===== src/rtl/dbg_shift_port.sv =====
module dbg_shift_port #(
  parameter int W = 32
) (
  input  logic         clk,
  input  logic         rst_n,
  input  logic         ph_b,
  input  logic         dbg_rst,
  input  logic         dbg_hold,
  input  logic         dbg_shift,
  input  logic         dbg_exec,
  input  logic         dbg_sel_n,
  input  logic         dbg_sdi,
  output logic         dbg_sdo,
  output logic         exec_strobe,
  output logic [W-1:0] exec_word
);

  logic [W-1:0] sr, base, nxt;
  logic         pend;
  logic         gate, acc_sh, acc_ex;

  assign gate   = ph_b & dbg_hold & ~dbg_sel_n;
  assign acc_sh = gate & dbg_shift;
  assign acc_ex = gate & dbg_exec;
  assign base   = pend ? {dbg_sdi, sr[W-2:0]} : sr;
  assign nxt    = acc_sh ? {1'b0, base[W-1:1]} : base;
  assign dbg_sdo = sr[0];

  always_ff @(posedge clk or negedge rst_n) begin
    if (!rst_n) begin
      sr          <= '0;
      pend        <= 1'b0;
      exec_strobe <= 1'b0;
      exec_word   <= '0;
    end else if (ph_b) begin
      if (dbg_rst) begin
        sr          <= '0;
        pend        <= 1'b0;
        exec_strobe <= 1'b0;
        exec_word   <= '0;
      end else begin
        sr          <= nxt;
        pend        <= acc_sh;
        exec_strobe <= acc_ex;
        if (acc_ex) exec_word <= nxt;
      end
    end else begin
      exec_strobe <= 1'b0;
    end
  end

  a_r3_shift_one: assert property (@(posedge clk) disable iff (!rst_n)
    acc_sh && !pend && !dbg_rst |=> sr == {1'b0, $past(sr[W-1:1])});
  a_r3_sdo_steady: assert property (@(posedge clk) disable iff (!rst_n)
    !ph_b |=> $stable(dbg_sdo));
  a_r4_fill_top: assert property (@(posedge clk) disable iff (!rst_n)
    ph_b && pend && !acc_sh && !dbg_rst |=> sr[W-1] == $past(dbg_sdi));
  a_r5_r6_blocked: assert property (@(posedge clk) disable iff (!rst_n)
    ph_b && (dbg_sel_n || !dbg_hold) |=> !exec_strobe && !pend);
  a_r7_strobe_in_a: assert property (@(posedge clk) disable iff (!rst_n)
    exec_strobe |-> !ph_b);
  a_r7_single: assert property (@(posedge clk) disable iff (!rst_n)
    exec_strobe |=> !exec_strobe);
  a_r8_word_is_reg: assert property (@(posedge clk) disable iff (!rst_n)
    exec_strobe |-> exec_word == sr);
  a_r9_dbg_clear: assert property (@(posedge clk) disable iff (!rst_n)
    ph_b && dbg_rst |=> sr == '0 && !pend && !exec_strobe && exec_word == '0);
  a_r10_word_hold: assert property (@(posedge clk) disable iff (!rst_n)
    !(acc_ex || (ph_b && dbg_rst)) |=> $stable(exec_word));

endmodule


===== config.mk =====
export PLATFORM = sky130hd
export DESIGN_NAME = dbg_shift_port
export DESIGN_NICKNAME = d
export VERILOG_FILES = /design/src/rtl/dbg_shift_port.sv
export SDC_FILE = /design/constraint.sdc
export NUM_CORES = 1
export LEC_CHECK = 0
export CAP_MARGIN = 10
export CORE_MARGIN = 2
export CORE_UTILIZATION = 35
export DETAILED_ROUTE_END_ITERATION = 8
export DONT_BUFFER_PORTS = 1
export PLACE_DENSITY = 0.57
export SLEW_MARGIN = 40
export SYNTH_ARGS = -nofsm -noshare
export SYNTH_HDL_FRONTEND = slang
export SYNTH_SLANG_ARGS = --single-unit

===== constraint.sdc =====
create_clock -name clk -period 2.2 [get_ports clk]
set_clock_uncertainty 0.1 [all_clocks]
set_input_delay 0.44 -clock clk [delete_from_list [all_inputs] [get_ports clk]]
set_output_delay 0.44 -clock clk [all_outputs]
set_load 0.01 [all_outputs]

## Word level (Yosys, flattened, before mapping)

Cells that the tools add are included.

- Add/subtract/negate cells: 0
- $mul: 0
- Divide/modulo/power cells: 0
- Order comparisons: 0
- Equality and inequality tests: 0
- Shift-type cells: 0
- Muxes and demuxes: 8
- Bitwise logic cells: 5
- Reductions and logical operators: 2

Operators by type and width:

| operator | count |
|---|---|
| two-way mux 32 bit | 5 |
| AND 1 bit | 4 |
| two-way mux 1 bit | 3 |
| AND reduction 2 bit | 1 |
| nonzero test 2 bit | 1 |
| NOT 1 bit | 1 |

- Register bits after elaboration: 66
- Bits in latches: 0
- Memory bits (writable): 0
- ROM bits: 0
- Input bits: 9
- Output and inout port bits: 34
- Logic and storage cells: 19
- Memories kept: 0

## Logic depth before layout (Yosys ltp)

- Depth after elaboration: 6
- Gate-level depth with buffers: 6
- Mapped depth without buffers: 3

## Worst setup path before layout

No wires, ideal clock.

- Path kind: input-to-reg
- From: input dbg_hold
- To: register exec_word[10]
- Library setup time: 125 ps
- Arrival time: 1461 ps
- Required time: 1975 ps
- Setup slack: 514 ps
- Cell stages on the path: 5
- Buffers on the path: 2
- Cells stage by stage: buf_2 and3b_1 o21a_1 buf_2 mux2_2

- Cells in the longest elaborated chain, start to end: 6
- Elaborated cells on any way between the ends: 9

Ends and longest elaborated chain:

| what | RTL line | text |
|---|---|---|
| from (decl) | 8 | `input logic dbg_hold,` |
| AND 1 bit * (2 in a row) | 22 | `assign gate = ph_b & dbg_hold & ~dbg_sel_n;` |
| AND 1 bit | 23 | `assign acc_sh = gate & dbg_shift;` |
| two-way mux 32 bit | 26 | `assign nxt = acc_sh ? {1'b0, base[W-1:1]} : base;` |
| two-way mux 32 bit | 45 | `if (acc_ex) exec_word <= nxt;` |
| two-way mux 32 bit | 36 | `if (dbg_rst) begin` |
| to (signal assigned) | 45 |  |
| to (decl) | 15 | `output logic [W-1:0] exec_word` |

Every way passes the cells marked *; elsewhere a longest branch is shown, timed or not. The select of a mux whose other input is x is not followed.
A chain may end at the register's enable or synchronous reset.

## Worst setup path in the final report

- From: input ph_b
- To: register exec_word[29]

- Cells in the longest elaborated chain, start to end: 6
- Elaborated cells on any way between the ends: 9

Ends and longest elaborated chain:

| what | RTL line | text |
|---|---|---|
| from (decl) | 6 | `input logic ph_b,` |
| AND 1 bit (2 in a row) | 22 |  |
| AND 1 bit | 23 |  |
| two-way mux 32 bit | 26 |  |
| two-way mux 32 bit | 45 |  |
| two-way mux 32 bit | 36 |  |

Several ways; a longest one is shown, not always the timed one. The select of a mux whose other input is x is not followed.

==> out/results.ini <==
[outcome]
status=complete, no violations

[drt]
drt_iter0_markers=128
wl_per_cell_um=17.3
viasPerCell=5.60
first_pass_iters=4
postRouteWirelength_um=6430
dr_total_vias=2076
drc=0
postRouteAntennaNets=0

[layout]
area_growth_pct=6.37
nNetsFinal=265
final_cell_area_um2=3490
antenna_cells=0
layout-drive-gt1-share=0.196

[clock_tree]
worstSkewPairLatency_ns=0.34
cts_inserted_buffers=9
cts_setup_buffers=0
cts_max_level=3
cts_tree=built
clock_sinks=66
clk_pin_slew_ns=0.07
clockBufferDepth=2
ctsResizeCount=0
cts_hold_buf=2
clock-root-buffer=clkbuf_8

[synth]
synthXorXnorAreaFrac=0
synthSimpleGateAreaFrac=0.0687
synth_edf_count=0
synth_mux_area_frac=0.116
synth_common_cells=dfrtp_1 (66), inv_1 (33), a22o_1 (30), nand3_1 (30), mux2_1 (24)
yosysUniqueCellTypes=25
ys_ff_latch=66
syn_avg_cell_area_um2=12.4
yosysWarnings=0
netlist_area_um2=3280
synth_top_area_frac=0.504
yosys.area.top_type=dfrtp_1
yosys-top-cells-area=dfrtp_1 (50%), o32ai_2 (9.4%), mux2_1 (8.2%)
seq_area_frac_synth=0.504
synth_compound_area_frac=0.214
async_reset_ff_frac=1.00
synth_nets=274
syn_inst=265
synth_fa_ha_area_frac=0
synthFlopType=dfrtp_1
yosysMostFrequentCell=dfrtp_1
synth_top_family_by_area=compound AO/OA/AOI/OAI gates

[pwr]
p_leak_nw=1.47
p_per_area_nw_per_um2=643
total_power_mw=2.24
max-vdd-ir-drop_mv=0.284

[sta]
max_freq_mhz=703
worst_pin_slew_ns=0.758
hold_viol=0
layout_worst_path_cycle_share=0.646
grt_setup_unrepaired=false
setup_violations=0
setup_ws_ns=0.778
fin_crit_ns=1.42
fin_tns_setup_ns=0
finalMaxSlewViolations=0
relSlewSlack=0.493
hold-worst-slack_ns=0.0929

[critical_path]
critPathMaxStageDelay_ns=0.36
path_class=input pin to flip-flop
path_max_fanout=22
cp.arrival_ns=1.54
critical-path-slowest-cell=buf_4
critPathLaunchType=input pin
end_kind=flip-flop
crit_required_ns=2.32
cp_cell_sequence=or3b_1, buf_4, o32ai_2, mux2_1

[worst_hold_path]
worstHoldPathType=input pin to flip-flop

[placed_design]
dpl_cell_area_um2=3280
gp_congestion=0.746
dp_slack_ns=0.427
io_buffers=0
dp_hpwl_um=3990

[run]
cap_violations=0

[die]
die-area_um2=10200
core_area_um2=9150
die_y_um=101
row_count=35
dieWidth_um=101
initial_core_util=0.358
ioPinCount=43

[grt]
grt_pass1_vias=2090
grt_pass1_wl_um=11300
antenna_found_initial=0
grtUsageTotal=0.141
grt_overflow=0
grt_max_degree=67

==> worst paths after layout <==
check | depth (start not counted) | start | endpoint | slack, ns
max in group asynchronous | 2 | rst_n | sr[0] | 1.20
min in group asynchronous | 2 | rst_n | exec_word[19] | 0.53
setup reg to reg | 3 | pend | exec_word[31] | 0.84
setup / recovery | 4 | ph_b | exec_word[29] | 0.78
hold / removal | 1 | dbg_rst | sr[30] | 0.09
hold reg to reg | 1 | sr[31] | sr[31] | 0.41
==> worst max-delay path, delay by kind of cell <==
| kind | cells | cell delay [ns] |
|---|---|---|
| AOI/OAI and AO/OA | 1 | 0.15 |
| buffers and inverters | 1 | 0.36 |
| muxes | 1 | 0.31 |
| and+or+nand+nor | 1 | 0.28 |
==> flip-flops by register name (all words and copies together), names as in the netlist <==
register and cells:
exec_strobe 1, sr 32, exec_word 32, pend 1
==> layout by cell type (no fill, tap or decap), types with 2 or more instances in the layout <==
cell type	instances
clkbuf_8	11
clkinv_2	3
dfrtp_1	66
inv_1	33
o22ai_1	2
nand2_1	2
nand3_1	30
a22o_1	30
mux2_1	24
and3b_1	2
mux2_2	9
buf_4	6
o32ai_2	19
o32ai_1	12
==> per-layer routing <==
metal	share of wire	track usage
met1	0.47	0.198
met2	0.44	0.198
met3	0.072	0.0465
met4	0.018	0.0601
met5	0	0
==> area by class of cell <==
type                    count  area [um^2]
flip-flops and latches     66         1650
fillers                   871         5670
multi-input cells         138         1320
clock buffers              12          155
well taps                 111          139
repair buffers              8         82.6
inverters                  33          124
clock inverters             3         15.0
==> where the power goes <==
part / internal (mW) / switching (mW)
clock: 0.459 / 0.440
sequential: 1.22 / 0.00783
combinational: 0.0389 / 0.0773
==> metrics by stage <==
step,instances,utilization
finish,371,0.381
detailed placement,354,0.358
global route,371,0.381
CTS,371,0.381
floorplan,265,-
global placement,354,0.357
==> cell families after synthesis <==
logic type,count (synthesis)
buf+inv,61
compound gates,65
mux,34
flops,66
simple gates,39
Power figures use the tool's default switching activity.
